**src/rtl/dps_pkg.sv**
```systemverilog
package dps_pkg;

    localparam int INSTR_W = 4;

    typedef enum logic [2:0] {
        OP_READ   = 3'b000,
        OP_INC_A  = 3'b001,
        OP_INC_B  = 3'b010,
        OP_INC_AB = 3'b011,
        OP_DEC_A  = 3'b100,
        OP_DEC_B  = 3'b101,
        OP_DEC_AB = 3'b110,
        OP_RSVD   = 3'b111
    } op_e;

    typedef struct packed {
        logic two;
        op_e  first;
        op_e  second;
    } plan_t;

    typedef enum logic [1:0] {
        ST_IDLE   = 2'd0,
        ST_FIRST  = 2'd1,
        ST_SECOND = 2'd2
    } st_e;

    function automatic logic is_compound(logic [INSTR_W-1:0] ins);
        return ins[3];
    endfunction

    function automatic logic is_weaken(logic [INSTR_W-1:0] ins);
        return ins[0];
    endfunction

    function automatic logic targets_b(op_e op);
        return (op == OP_INC_B) || (op == OP_DEC_B);
    endfunction

endpackage

```
**src/rtl/dps_pair_store.sv**
```systemverilog
module dps_pair_store #(
    parameter int NPAIR = 8,
    parameter int GW    = 12,
    localparam int PW   = $clog2(NPAIR)
) (
    input  logic          clk,
    input  logic          rst,
    input  logic          rb_valid,
    input  logic [PW-1:0] rb_pair,
    input  logic [GW-1:0] rb_ga,
    input  logic [GW-1:0] rb_gb,
    input  logic [PW-1:0] rd_pair,
    output logic          rd_ge
);
    logic [GW-1:0] ga_q [NPAIR];
    logic [GW-1:0] gb_q [NPAIR];

    for (genvar p = 0; p < NPAIR; p++) begin : g_pair
        always_ff @(posedge clk) begin
            if (rst) begin
                ga_q[p] <= '0;
                gb_q[p] <= '0;
            end else if (rb_valid && (rb_pair == PW'(p))) begin
                ga_q[p] <= rb_ga;
                gb_q[p] <= rb_gb;
            end
        end
    end

    assign rd_ge = ga_q[rd_pair] >= gb_q[rd_pair];

    // a returned read is held for the addressed pair
    assert_capture_R7: assert property (@(posedge clk) disable iff (rst)
        rb_valid |=> (ga_q[$past(rb_pair)] == $past(rb_ga)) &&
                     (gb_q[$past(rb_pair)] == $past(rb_gb)));
endmodule

```
**src/rtl/dps_expand.sv**
```systemverilog
module dps_expand
    import dps_pkg::*;
(
    input  logic [INSTR_W-1:0] instr,
    input  logic               ge,
    output plan_t              plan
);
    always_comb begin
        plan.two    = is_compound(instr);
        plan.first  = op_e'(instr[2:0]);
        plan.second = OP_READ;
        if (is_compound(instr)) begin
            if (ge ^ is_weaken(instr)) begin
                plan.first  = OP_INC_A;
                plan.second = OP_DEC_B;
            end else begin
                plan.first  = OP_DEC_A;
                plan.second = OP_INC_B;
            end
        end
    end
endmodule

```
**src/rtl/dps_seq.sv**
```systemverilog
module dps_seq
    import dps_pkg::*;
#(
    parameter int NPAIR = 8,
    parameter int GW    = 12,
    localparam int PW   = $clog2(NPAIR),
    localparam int DW   = $clog2(2 * NPAIR)
) (
    input  logic          clk,
    input  logic          rst,
    input  logic          in_valid,
    output logic          in_ready,
    input  logic [3:0]    in_instr,
    input  logic [PW-1:0] in_pair,
    input  logic          rb_valid,
    input  logic [PW-1:0] rb_pair,
    input  logic [GW-1:0] rb_ga,
    input  logic [GW-1:0] rb_gb,
    output logic          op_valid,
    input  logic          op_ready,
    output logic [2:0]    op_code,
    output logic [DW-1:0] op_dev,
    output logic          busy,
    output logic          done
);
    st_e           st;
    plan_t         plan_d, plan_q;
    logic [PW-1:0] pair_q;
    logic          done_q;
    logic          ge;
    logic          accept;
    op_e           cur_op;

    dps_pair_store #(.NPAIR(NPAIR), .GW(GW)) u_store (
        .clk      (clk),
        .rst      (rst),
        .rb_valid (rb_valid),
        .rb_pair  (rb_pair),
        .rb_ga    (rb_ga),
        .rb_gb    (rb_gb),
        .rd_pair  (in_pair),
        .rd_ge    (ge)
    );

    dps_expand u_expand (
        .instr (in_instr),
        .ge    (ge),
        .plan  (plan_d)
    );

    assign busy     = (st != ST_IDLE);
    assign in_ready = !busy;
    assign accept   = in_valid && in_ready;

    always_ff @(posedge clk) begin
        if (rst) begin
            st     <= ST_IDLE;
            plan_q <= '0;
            pair_q <= '0;
            done_q <= 1'b0;
        end else begin
            done_q <= 1'b0;
            unique case (st)
                ST_IDLE: begin
                    if (accept) begin
                        plan_q <= plan_d;
                        pair_q <= in_pair;
                        st     <= ST_FIRST;
                    end
                end
                ST_FIRST: begin
                    if (op_ready) begin
                        if (plan_q.two) begin
                            st <= ST_SECOND;
                        end else begin
                            st     <= ST_IDLE;
                            done_q <= 1'b1;
                        end
                    end
                end
                ST_SECOND: begin
                    if (op_ready) begin
                        st     <= ST_IDLE;
                        done_q <= 1'b1;
                    end
                end
                default: st <= ST_IDLE;
            endcase
        end
    end

    assign cur_op   = (st == ST_SECOND) ? plan_q.second : plan_q.first;
    assign op_valid = busy;
    assign op_code  = cur_op;
    assign op_dev   = targets_b(cur_op) ? (DW'(pair_q) + DW'(NPAIR)) : DW'(pair_q);
    assign done     = done_q;

    // the first operation follows the accepting edge
    assert_first_op_R2: assert property (@(posedge clk) disable iff (rst)
        (in_valid && in_ready) |=> op_valid);

    // a stalled operation is held unchanged
    assert_hold_R8: assert property (@(posedge clk) disable iff (rst)
        (op_valid && !op_ready) |=> op_valid && $stable(op_code) && $stable(op_dev));

    // done lasts one cycle
    assert_done_single_R9: assert property (@(posedge clk) disable iff (rst)
        done |=> !done);

    // done only after an accepted operation, with busy already low
    assert_done_cause_R9: assert property (@(posedge clk) disable iff (rst)
        done |-> $past(op_valid && op_ready) && !busy);
endmodule

```
**config.mk**
```make
export PLATFORM = sky130hd
export DESIGN_NAME = dps_seq
export DESIGN_NICKNAME = d
export VERILOG_FILES = /design/src/rtl/dps_pkg.sv /design/src/rtl/dps_pair_store.sv /design/src/rtl/dps_expand.sv /design/src/rtl/dps_seq.sv
export SDC_FILE = /design/constraint.sdc
export NUM_CORES = 1
export LEC_CHECK = 0
export ABC_AREA = 1
export BUFFER_PORTS_ARGS = -buffer_cell sky130_fd_sc_hd__buf_2
export CORE_MARGIN = 1
export CORE_UTILIZATION = 50
export CTS_CLUSTER_SIZE = 20
export DETAILED_ROUTE_END_ITERATION = 6
export GPL_TIMING_DRIVEN = 0
export HOLD_SLACK_MARGIN = 0.12
export PLACE_DENSITY = 0.67
export SYNTH_ARGS = -nofsm -noshare
export SYNTH_HDL_FRONTEND = slang
export SYNTH_SLANG_ARGS = --single-unit
```
**constraint.sdc**
```tcl
create_clock -name clk -period 5.95 [get_ports clk]
set_clock_uncertainty 0.2 [all_clocks]
set_input_delay 0.8925 -clock clk [delete_from_list [all_inputs] [get_ports clk]]
set_output_delay 0.8925 -clock clk [all_outputs]
set_load 0.03 [all_outputs]
```
* Yosys cells after proc, flatten, opt, wreduce, memory -nomap -nowiden *
Memories as Yosys holds them, arrays and structs flattened.
Cells that the tools add are included.

storage, ports and cells
  bits in registers = 13
  memory bits (writable) = 192
  logic and storage cells = 112
  memories = 2

memories
  name          words  width  rd ports  clocked after memory_dff  wr ports  RTL line              source
  u_store.ga_q  8      12     1         0                         8         dps_pair_store.sv:15  logic [GW-1:0] ga_q [NPAIR];
  u_store.gb_q  8      12     1         0                         8         dps_pair_store.sv:16  logic [GW-1:0] gb_q [NPAIR];

operators by class
  $add $sub $neg = 1
  $lt $le $gt $ge = 1
  equality and inequality tests = 14
  mux-type cells = 55
  bitwise operators = 17
  reduce and logical (&&, ||, !) cells = 16

operators by type and width
  kind                                           count
  two-way mux 12 bit                             16
  two-way mux 1 bit                              29
  bitwise OR 1 bit                               16
  == test 3 bit, second input constant           5
  greater-or-equal comparator 12 bit             1
  two-way mux 6 bit                              2
  == test 3 x 2 -> 1 bit, second input constant  3
  logical AND 1 bit                              9
  two-way mux 2 bit                              4
  inequality test 2 bit, second input constant   3
  one-hot mux 2 bit (3 select lines)             1
  adder 3 x 4 -> 4 bit, second input constant    1
  two-way mux 4 bit                              1
  == test 3 x 1 -> 1 bit, second input constant  1
  logical NOT 3 bit                              1
  two-way mux 3 bit                              1
  AND reduction 3 bit                            1
  == test 2 x 1 -> 1 bit, second input constant  1
  == test 2 bit, second input constant           1
  logical NOT 2 bit                              1
  one-hot mux 1 bit (2 select lines)             1
  AND reduction 2 bit                            1
  nonzero test 2 bit                             1
  logical NOT 1 bit                              1
  other kinds (2)                                2

* Depth between registers and ports, before layout *
Gate-level depths: netlist of the first run.

  depth after elaboration = 6
  gate-level depth with buffers = 20
  depth with buffers taken out = 18

* Hierarchy *
A second synthesis of the first run with hierarchy kept.

second synthesis, totals
  cells, all modules = 1040
  area, all modules = 9968.3 um^2

by module, submodules not included
  module          instances  cells an instance  area each (um^2)  sequential area each (um^2)
  dps_pair_store  1          929                9206.3            5765.5
  dps_seq         1          92                 680.7             260.2
  dps_expand      1          19                 81.3              0.0

* Least setup slack after synthesis of the first run *
No wires, ideal clock.

  kind = in2reg
  start = input port rb_valid
  end = memory u_store.ga_q[7][0] (enable)
  library setup time = 0.438 ns
  data arrival time = 2.711 ns
  path slack = 2.601 ns
  stages = 2
  buffers on the path = 0
  cells stage by stage = nand2_2 o21ai_0

RTL lines
  what                RTL line              source
  start: declaration  dps_seq.sv:15         input logic rb_valid,
  end: declaration    dps_pair_store.sv:15

* Worst setup path after layout of the first run *
  start = input port in_pair[1]
  end = register plan_q[5] in the netlist's numbering

between the ends
  longest elaborated chain between the ends = 5
  elaborated cells between the ends (all ways) = 6
  classes of those cells = order compare: 1; mux: 2; bitwise: 1; memory: 2

ends and longest elaborated chain
  what                                    RTL line              source
  start: declaration                      dps_seq.sv:14         input logic [PW-1:0] in_pair,
  memory (8 x 12 bit) (on tied branches)  n/a
  greater-or-equal comparator 12 bit *    dps_pair_store.sv:30  assign rd_ge = ga_q[rd_pair] >= gb_q[rd_pair];
  bitwise XOR 1 bit *                     dps_expand.sv:13      if (ge ^ is_weaken(instr)) begin
  two-way mux 6 bit *                     dps_expand.sv:13
  two-way mux 6 bit *                     dps_expand.sv:12      if (is_compound(instr)) begin
  end signal: assignment                  dps_seq.sv:66         plan_q <= plan_d;
  end: declaration                        dps_seq.sv:27         plan_t plan_d, plan_q;

Mark *: on every way between the ends. The rest lies on a longest branch, timed or not.
A chain may end at the register's enable or synchronous reset.

==> summary.md, run 1 <==
| Metric | Value |
|---|---|
| Slew at the pin with the worst max-slew slack | 1240 ps |
| DR vias | 6994 |
| Sink Count | 204 |
| Die height | 139 microns |
| Mapped Cells | 917 |
| Hold Vio Cnt, Final | 0 |
| Resized Gates After CTS | 0 |
| R2R Setup Slk | 3440 ps |
| Max Buffers Root-to-Sink | 3 |
| Layout cells sized above 1 | 0.148 |
| Drc violations | 2 |
| Pwr dens | 327 nW/um^2 |
| DRT Wirelength | 24800 microns |
| All-Layer GR Usage | 0.265 |
| P&R area growth vs syn | 13.0% |
| Worst skew pair latency | 510 ps |
| Avg Synthesized Cell Area | 10.3 sq um |
| Starting DRT DRC Count | 863 |
| Final Wtd Congestion | 0.827 |
| Dpl cell area | 9970 sq um |
| Grt ovf | 0 |
| Switching Power | 0.000916 W |
| Tcrit/Tclk final | 0.567 |
| Crit path required time | 6140 ps |
| Post-synthesis cell type with the largest combined area | edfxtp_1 |
| Post-synth top area share | 0.612 |
| Die boundary width | 139 microns |
| I/O Pins | 50 |
| Crit path arrival time | 3560 ps |
| Clock root buffer master | clkbuf_16 |
| Initial antenna violation count | 0 |
| Violated checks | DRC |
| Vias in the first global route | 6859 |
| Htree depth | 1 |
| Num CTS Buffers | 22 |
| Synth Cell Area | 9420 sq um |
| Ranking of synthesized cells by area | edfxtp_1, nor2_1, o21ai_0 |
| Sequential power share | 0.490 |
| Slew Limit Fails | 0 |
| Port Buffer Count | 46 |
| Sw frac | 0.263 |
| Die area | 19400 sq um |
| Fill cells | 1566 |
| RSZ-0062 raised after global routing | false |
| Worst min path class | register to register |
| Effective utilization at floorplan | 0.517 |
| Clock network fraction of total power | 0.372 |
| Post-synthesis cell type count | 32 |
| Fin area | 10600 sq um |
| Worst VDD drop | 0.000208 V |
| DR WL/cell | 20.1 microns |
| Critical path launch point type | primary input |
| Postcts setup bufs | 0 |
| Final setup violation count | 0 |
| Max Freq | 0.297 GHz |
| DRT Pass-1 Iters | 7 |
| N_diodes | 0 |
| Register Area | 6010 sq um |
| Max_slew headroom | 0.168 |
| Post-DRT Antenna Nets | 0 |
| Synthesized flop and latch total | 204 |
| CTS tree | built |
| Status | finished, violations left |
| Aggregate negative setup slack | 0 ps |
| Post-synthesis sequential area ratio | 0.638 |
| Leakage power | 4.15 nW |
| Syn nets | 971 |
| Crit Path Max Fanout | 10 |
| Area occupied by multi-input gates | 2880 sq um |
| Comb power frac | 0.138 |
| Maximum Capacitance Violations | 0 |
| Clock transition at the registers of the reported paths | 60 ps |
| Hold_buf cts | 0 |
| Setup Crit Path Kind | primary input to register |
| Min Tclk post-route | 3370 ps |
| First-pass GRT wire length | 38500 microns |
| Vias per inst | 5.67 |
| Yosys warns | 0 |
| Core Area | 18200 sq um |
| Power Internal | 0.00257 W |
| CP endpoint kind | register |
| Row cnt | 49 |
| Largest net degree at the start of global routing | 25 |
| Nets | 1042 |
| Dpl hpwl | 16400 microns |
-- power groups by stage --
stage	sequential (W)	clock (W)	combinational, W
CTS	0.00171	0.00130	0.000479
floorplan	0.00174	0	0.000317
finish	0.00171	0.00130	0.000480
global route	0.00172	0.00136	0.000529
detailed placement	0.00174	0	0.000477
global placement	0.00174	0	0.000465
-- final timing paths --
check | end | cells past startpoint | startpoint
hold / removal | plan_q[4] | 2 | plan_q[4]
setup / recovery | plan_q[5] | 18 | in_pair[1]
setup reg to reg | plan_q[5] | 15 | u_store.ga_q[6][7]
hold reg to reg | plan_q[4] | 2 | plan_q[4]
-- synth_stat cells, drive strengths merged --
master    n
dfxtp    12
clkbuf   15
clkinv    2
ha       15
edfxtp  192
o22ai    24
a211oi    1
o221ai   12
or2       1
a21oi    16
inv      54
o21ai   115
nand2    49
nand3    17
nand4     1
buf      42
nor2    337
a31oi    12
-- kinds of logic after synthesis --
logic type	share of synthesized area
DFF	0.638
buffers and inverters	0.0573
adders and majority gates	0.0199
AOI/OAI and AO/OA	0.106
and+or+nand+nor	0.179
-- critical path: stages --
cell	delay, ps
buf_2	130
inv_2	70
clkbuf_1	530
o21ai_0	190
o221ai_1	380
o21ai_1	160
ha_1	300
nand2_1	80
nor2_2	170
nand2_2	80
nor2_2	80
nand2_1	110
nand2_1	100
nand2_2	60
nand3_2	80
nand3_1	70
nand2_1	60
inv_1	30
-- registers in the layout, summed over array words and instances, names as in the netlist --
name,flops
u_store.ga_q,96
u_store.gb_q,96
st,2
plan_q,6
pair_q,3
done,1
-- metrics by stage --
step	utilization	cells	hold WS (ps)	setup WS [ps]	power (W)
floorplan	-	917	242	2600	0.00206
CTS	0.585	1233	265	2640	0.00349
detailed placement	0.547	1193	255	2140	0.00221
finish	0.585	1233	262	2580	0.00349
global route	0.585	1233	291	2280	0.00361
global placement	0.546	1192	252	964	0.00220
-- final cells by class --
type	count	share of cell area
Clock buffer	28	0.0558
Tap cell	229	0.0269
Timing Repair Buffer	47	0.0235
Inverter	56	0.0205
Multi-Input combinational cell	600	0.271
Clock inverter	12	0.00788
Buffer	57	0.0302
Sequential cell	204	0.564
-- layer usage --
layer / vias to the layer above / GRT usage / wire length [microns] / part of all wire
met5: - / 0 / 0 / 0
met4: 0 / 0.0842 / 498 / 0.020
met3: 43 / 0.0389 / 2590 / 0.10
met2: 353 / 0.416 / 11200 / 0.45
met1: 3320 / 0.381 / 10500 / 0.42
li1: 3278 / - / - / -
-- placed cells by master (no fill, tap or decap), types with 2 or more instances in the layout --
cell type    n
nor2_1     331
edfxtp_1   192
o21ai_0     96
buf_2       76
inv_1       48
nand2_1     46
o22ai_1     24
clkbuf_16   23
clkbuf_1    18
o21ai_1     18
a21oi_1     15
ha_1        15
o221ai_1    12
a31oi_1     12
dfxtp_1     12
clkinv_1     7
nand3_1      7
buf_6        6
buf_4        6
nand3_4      6
inv_2        5
nand3_2      4
clkinv_2     4
nand2_2      3
nor2_2       3
clkbuf_2     2
nor2_4       2
(Power assumes the default switching activity.)
==> run 2, diff against run 1 <==
- PLACE_DENSITY: 0.67 -> 0.7
- clock period: 5.95 -> 2.9 ns (I/O delays scaled with it)
==> run 2 against run 1 <==
  * The run still ends with DRC left
  * Power up 100%
  * Hold slack worse by 100 ps
  * Critical path depth down 3
  * Via count up 1.3%
  * Critical path type unchanged
==> summary.md, run 2 (same netlist as run 1, synthesis figures left out) <==
| Metric | Value |
|---|---|
| Critical path launch point type | primary input (unchanged) |
| Pwr dens | 655 nW/um^2 (was 327 nW/um^2) |
| Global route hottest layer | met2 (unchanged) |
| Die height | 139 microns (unchanged) |
| Post-DRT Antenna Nets | 0 (unchanged) |
| Vias in the first global route | 6822 (was 6859) |
| Crit path arrival time | 2920 ps (was 3560 ps) |
| Hold Vio Cnt, Final | 0 (unchanged) |
| Final Wtd Congestion | 0.852 (was 0.827) |
| Aggregate negative setup slack | 0 ps (unchanged) |
| Clock root buffer master | clkbuf_16 (unchanged) |
| DR WL/cell | 19.8 microns (was 20.1 microns) |
| Dpl hpwl | 16500 microns (was 16400 microns) |
| Num CTS Buffers | 21 (was 22) |
| Setup Crit Path Kind | primary input to register (unchanged) |
| Sink Count | 204 (unchanged) |
| Sequential power share | 0.504 (was 0.490) |
| DRT Pass-1 Iters | 7 (unchanged) |
| Htree depth | 1 (unchanged) |
| Starting DRT DRC Count | 803 (was 863) |
| Met2 usage | 0.412 (was 0.416) |
| First-pass GRT wire length | 37600 microns (was 38500 microns) |
| DRT Wirelength | 24400 microns (was 24800 microns) |
| Crit path required time | 3080 ps (was 6140 ps) |
| Dpl cell area | 9950 sq um (was 9970 sq um) |
| Most common cell after layout, fill and taps aside | nor2_1 (unchanged) |
| P&R area growth vs syn | 12.9% (was 13.0%) |
| Power Internal | 0.00515 W (was 0.00257 W) |
| Die boundary width | 139 microns (unchanged) |
| Effective utilization at floorplan | 0.517 (unchanged) |
| Drc violations | 1 (was 2) |
| Sw frac | 0.261 (was 0.263) |
| Worst skew pair latency | 490 ps (was 510 ps) |
| Die area | 19400 sq um (unchanged) |
| Final setup violation count | 0 (unchanged) |
| Violated checks | DRC (unchanged) |
| Max_slew headroom | 0.127 (was 0.168) |
| Overall power | 0.00697 W (was 0.00349 W) |
| Fin Hold WS | 162 ps (was 262 ps) |
| Register Area | 6010 sq um (unchanged) |
| Max Buffers Root-to-Sink | 3 (unchanged) |
| Grt ovf | 0 (unchanged) |
| CTS tree | built (unchanged) |
| CP endpoint kind | register (unchanged) |
| Max Freq | 0.366 GHz |
| Clock network fraction of total power | 0.355 (was 0.372) |
| Leakage power | 4.15 nW (about the same) |
| RSZ-0062 raised after global routing | false (unchanged) |
| Worst min path class | primary input to register (was register to register) |
| Port Buffer Count | 46 (unchanged) |
| Commonest cells after routing, fill and taps aside | nor2_1, edfxtp_1, o21ai_0, buf_2, inv_1 (unchanged) |
| Crit Path Max Fanout | 10 (unchanged) |
| Core Area | 18200 sq um (unchanged) |
| Largest net degree at the start of global routing | 25 (unchanged) |
| Clock transition at the registers of the reported paths | 60 ps (about the same) |
| Grt met1 use | 0.362 (was 0.381) |
| Status | finished, violations left (unchanged) |
| All-Layer GR Usage | 0.257 (was 0.265) |
| Vias per inst | 5.74 (was 5.67) |
| Postcts setup bufs | 0 (unchanged) |
| Fill cells | 1516 (was 1566) |
| N_diodes | 0 (unchanged) |
| Area occupied by multi-input gates | 2880 sq um (unchanged) |
| Slew Limit Fails | 0 (unchanged) |
| Switching Power | 0.00182 W (was 0.000916 W) |
| Layout cells sized above 1 | 0.149 (was 0.148) |
| I/O Pins | 50 (unchanged) |
| Met3 Use GR | 0.0337 (was 0.0389) |
| Top flop regs | u_store.ga_q: 96 flops, u_store.gb_q: 96 flops, plan_q: 6 flops (unchanged) |
| Fin area | 10600 sq um (about the same) |
| Slew at the pin with the worst max-slew slack | 1310 ps (was 1240 ps) |
| Fin util | 0.584 (was 0.585) |
| Min Tclk post-route | 2730 ps |
| Worst VDD drop | 0.000470 V (was 0.000208 V) |
| Row cnt | 49 (unchanged) |
| Initial antenna violation count | 0 (unchanged) |
| Comb power frac | 0.142 (was 0.138) |
| DR vias | 7088 (was 6994) |
| Tcrit/Tclk final | 0.943 |
| Maximum Capacitance Violations | 0 (unchanged) |
| Nets | 1047 (was 1042) |
## run 2: cell types whose count changed in the layout (fill, tap and decap cells not counted), sizes merged
cell and change:
dlygate4sd3 +7, buf -1, clkinvlp +1, clkbuf -2, inv -1, clkinv -3
## run 2: stage by stage
step / instances / worst slack, ps
2_1_floorplan: 917 / 8.28
3_3_place_gp: 1192 / -1590
3_5_place_dp: 1192 / -366
4_1_cts: 1234 / 122
5_1_grt: 1234 / 8.67
6_report: 1234 / 166
## run 2: path summary, 6_finish.rpt
path | startpoint | endpoint | slack [ps] | cells after the start
max reg2reg | st[1] | plan_q[4] | 210 | 9
max | in_pair[2] | plan_q[5] | 170 | 15
min | in_instr[0] | plan_q[3] | 160 | 5
min reg2reg | plan_q[0] | plan_q[0] | 270 | 2
## run 2: repair_timing
| action | 4_1_cts | 5_1_grt |
|---|---|---|
| hold buffers | 7 | 0 |
| resized for setup | 0 | 12 |
| hold endpoints to repair | 9 | 0 |
| setup endpoints to repair | 0 | 4 |
## run 2: power by group through the flow
stage               clock [W]  combinational (W)  sequential [W]
detailed placement          0           0.000968         0.00357
global route          0.00259            0.00109         0.00353
CTS                   0.00248           0.000983         0.00351
finish                0.00247           0.000987         0.00351
floorplan                   0           0.000649         0.00357
global placement            0           0.000946         0.00356
## run 2: layer usage
layer	vias to the layer above	part of all wire
met5	-	0
met4	0	0.027
met3	48	0.096
met2	347	0.46
met1	3409	0.42
li1	3284	-
## run 2: area by class of cell
class	count	area share
clock buffers	26	0.0512
flip-flops and latches	204	0.565
well taps	229	0.0269
repair buffers	53	0.0282
multi-input cells	600	0.271
clock inverters	9	0.00624
plain buffers	57	0.0309
inverters	56	0.0205
## run 2: critical path, stage by stage
cell and delay, ps:
clkbuf_2 210, clkbuf_1 470, o221ai_1 330, o21ai_1 270, ha_1 310, nand2_1 80, inv_1 50, nand2_2 70
nor2_1 40, nor2_1 210, nand3_1 150, nand3_2 130, nand3_1 70, nand2_1 60, inv_1 30
==> run 3, diff against run 2 <==
- ABC_AREA: 1 -> unset
==> run 3 against run 2 <==
  * The flow now finishes without violations
  * Global-route usage decreased by 2.1 points
  * Non-clock buffer count increased by 2
  * Die area increased by 0.83%
  * Highest routed layer unchanged
==> summary.md, run 3 <==
| Metric | Value |
|---|---|
| Status | finished clean (was finished, violations left) |
| Cell Chain, Critical Path | mux4_2, mux2_2, ha_4, nand4_1, o21bai_4, buf_4, a211oi_4, xor2_1, o41ai_1 (was clkbuf_2, clkbuf_1, o221ai_1, o21ai_1, ha_1, nand2_1, inv_1, nand2_2, nor2_1, nor2_1, nand3_1, nand3_2, nand3_1, nand2_1, inv_1) |
| P&R area growth vs syn | 19.7% (was 12.9%) |
| Drc violations | 0 (was 1) |
| Crit Path Max Fanout | 3 (was 10) |
| Grt ovf | 0 (unchanged) |
| All-Layer GR Usage | 0.236 (was 0.257) |
| Port Buffer Count | 45 (was 46) |
| Worst skew pair latency | 500 ps (was 490 ps) |
| Max incr delay on CP | 480 ps (was 470 ps) |
| Hold Vio Cnt, Final | 0 (unchanged) |
| Area occupied by multi-input gates | 3530 sq um (was 2880 sq um) |
| Most frequent cell after synthesis | and2_1 (was nor2_1) |
| Fill cells | 1357 (was 1516) |
| Dpl hpwl | 14000 microns (was 16500 microns) |
| Top flop regs | u_store.ga_q: 96 flops, u_store.gb_q: 96 flops, plan_q: 6 flops (unchanged) |
| Initial antenna violation count | 0 (unchanged) |
| Slowest CP cell | mux4_2 (was clkbuf_1) |
| N_diodes | 0 (unchanged) |
| Pwr dens | 628 nW/um^2 (was 655 nW/um^2) |
| DRT Wirelength | 22400 microns (was 24400 microns) |
| Final setup violation count | 0 (unchanged) |
| Starting DRT DRC Count | 517 (was 803) |
| Post-synth EDFFs | 192 (unchanged) |
| Htree depth | 1 (unchanged) |
| Clock transition at the registers of the reported paths | 60 ps (about the same) |
| CP endpoint kind | register (unchanged) |
| Nets | 775 (was 1047) |
| Worst reg-to-reg path cell count | 9 (unchanged) |
| Slew Limit Fails | 0 (unchanged) |
| DRT Pass-1 Iters | 5 (was 7) |
| Synthesized flop and latch total | 204 (unchanged) |
| Leakage power | 4.13 nW (was 4.15 nW) |
| Register Area | 6010 sq um (unchanged) |
| Largest net degree at the start of global routing | 25 (unchanged) |
| Fin area | 11400 sq um (was 10600 sq um) |
| Post-synthesis sequential area ratio | 0.632 (was 0.638) |
| Core Area | 18600 sq um (was 18200 sq um) |
| Layout cells sized above 1 | 0.250 (was 0.149) |
| Maximum Capacitance Violations | 0 (unchanged) |
| First-pass GRT wire length | 33700 microns (was 37600 microns) |
| Die boundary width | 140 microns (was 139 microns) |
| I/O Pins | 50 (unchanged) |
| Synth Cell Area | 9500 sq um (was 9420 sq um) |
| Post-synth top area share | 0.607 (was 0.612) |
| Vias in the first global route | 5856 (was 6822) |
| Die area | 19500 sq um (was 19400 sq um) |
| DR WL/cell | 23.1 microns (was 19.8 microns) |
| RSZ-0062 raised after global routing | true (was false) |
| Yosys warns | 0 (unchanged) |
| Die height | 140 microns (was 139 microns) |
| Setup Crit Path Kind | register to register (was primary input to register) |
| Max Buffers Root-to-Sink | 3 (unchanged) |
| Critical path launch point type | register (was primary input) |
| Syn nets | 674 (was 971) |
| Worst min path class | primary input to register (unchanged) |
| Worst r2r src | u_store.ga_q[7][9] (was st[1]) |
| Num CTS Buffers | 22 (was 21) |
| Max Freq | 0.350 GHz (was 0.366 GHz) |
| Crit path arrival time | 3050 ps (was 2920 ps) |
| Worst VDD drop | 0.000411 V (was 0.000470 V) |
| Most common cell after layout, fill and taps aside | and2_1 (was nor2_1) |
| Most used DFF post-synth | edfxtp_1 (unchanged) |
| Dpl cell area | 10200 sq um (was 9950 sq um) |
| Max_slew headroom | 0.327 (was 0.127) |
| Crit path required time | 3090 ps (was 3080 ps) |
| Non-Filler Instances | 970 (was 1234) |
| Hold Path Stages | 3 (was 5) |
| Post-DRT Antenna Nets | 0 (unchanged) |
| Commonest cells after routing, fill and taps aside | and2_1, edfxtp_1, buf_2, mux4_2, dlygate4sd3_1 (was nor2_1, edfxtp_1, o21ai_0, buf_2, inv_1) |
| # placed instances | 900 (was 1192) |
| Vias per inst | 5.74 (about the same) |
| Min Tclk post-route | 2860 ps (was 2730 ps) |
| Post-synthesis cell type count | 43 (was 32) |
| CTS tree | built (unchanged) |
| Aggregate negative setup slack | 0 ps (unchanged) |
| Commonest cells in the netlist | and2_1, edfxtp_1, mux4_2 (was nor2_1, edfxtp_1, o21ai_0) |
| Worst setup path startpoint | u_store.ga_q[7][9] (was in_pair[2]) |
| Avg Synthesized Cell Area | 15.3 sq um (was 10.3 sq um) |
| Sink Count | 204 (unchanged) |
| HP Start | rst (was in_instr[0]) |
| Tcrit/Tclk final | 0.985 (was 0.943) |
| Fin Hold WS | 258 ps (was 162 ps) |
| DR vias | 5565 (was 7088) |
| Post-synthesis cell type with the largest combined area | edfxtp_1 (unchanged) |
| Row cnt | 50 (was 49) |
| FFs w/ async S/R, synth | 0 (unchanged) |
| Mapped Cells | 620 (was 917) |
| Slew at the pin with the worst max-slew slack | 1010 ps (was 1310 ps) |
| Ranking of synthesized cells by area | edfxtp_1, and2_1, mux4_2 (was edfxtp_1, nor2_1, o21ai_0) |
| Clock root buffer master | clkbuf_16 (unchanged) |
| Effective utilization at floorplan | 0.509 (was 0.517) |
| Final Wtd Congestion | 0.822 (was 0.852) |
run 3: kinds of logic after synthesis:
kind of cell               after synthesis  share of synthesized area
buffers and inverters                   43                     0.0202
DFF                                    204                      0.632
AOI/OAI and AO/OA                       39                     0.0300
muxes                                   73                      0.142
adders and majority gates               15                     0.0198
and+or+nand+nor                        244                      0.154
xor gates and xnor gates                 2                    0.00184
run 3: area by class of cell:
cell class | count | area share
clock inverters | 14 | 0.0123
inverters | 8 | 0.00264
plain buffers | 35 | 0.0199
multi-input cells | 373 | 0.310
well taps | 234 | 0.0258
repair buffers | 77 | 0.0493
clock buffers | 25 | 0.0513
flip-flops and latches | 204 | 0.528
run 3: per-layer routing:
metal | global-route usage | share of wire | vias to the layer above
met2 | 0.403 | 0.50 | 177
met4 | 0.0688 | 0.023 | 0
li1 | - | - | 2498
met1 | 0.316 | 0.42 | 2853
met3 | 0.0330 | 0.054 | 37
met5 | 0 | 0 | -
run 3: per-stage QoR:
stage                     power, W  worst slack [ps]  utilization
after detailed placement   0.00426              -940        0.547
after floorplan            0.00399              -155            -
after CTS                  0.00708              4.64        0.603
after global routing       0.00736             -27.2        0.610
after global placement     0.00421              -806        0.542
final                      0.00714              42.1        0.610
run 3: worst paths after layout:
path | slack, ps | end
max reg2reg | 40 | plan_q[0]
min | 260 | plan_q[5]
max | 40 | plan_q[0]
min reg2reg | 270 | pair_q[0]
run 3: power by group:
| group | total (W) | leakage (nW) | switching (W) | internal, W |
|---|---|---|---|---|
| sequential | 0.00347 | 1.95 | 0.0000529 | 0.00342 |
| combinational | 0.000856 | 1.81 | 0.000469 | 0.000387 |
| clock | 0.00282 | 0.358 | 0.00111 | 0.00170 |
run 3: repair_timing:
item / CTS / global route
resized for setup: 10 / 19
hold buffers: 30 / 0
endpoints found under the hold margin: 176 / 0
buffers inserted: 0 / 1
gates cloned: 0 / 0
setup endpoints to repair: 4 / 4
pin swaps: 1 / 9
run 3: worst max-delay path: cells and delay by family (launching register included):
kind / cells / cell delay (ps)
xor gates and xnor gates: 1 / 180
adders and majority gates: 1 / 290
muxes: 2 / 820
buffers and inverters: 1 / 150
AOI/OAI and AO/OA: 3 / 510
and+or+nand+nor: 1 / 250
DFF: 1 / 350
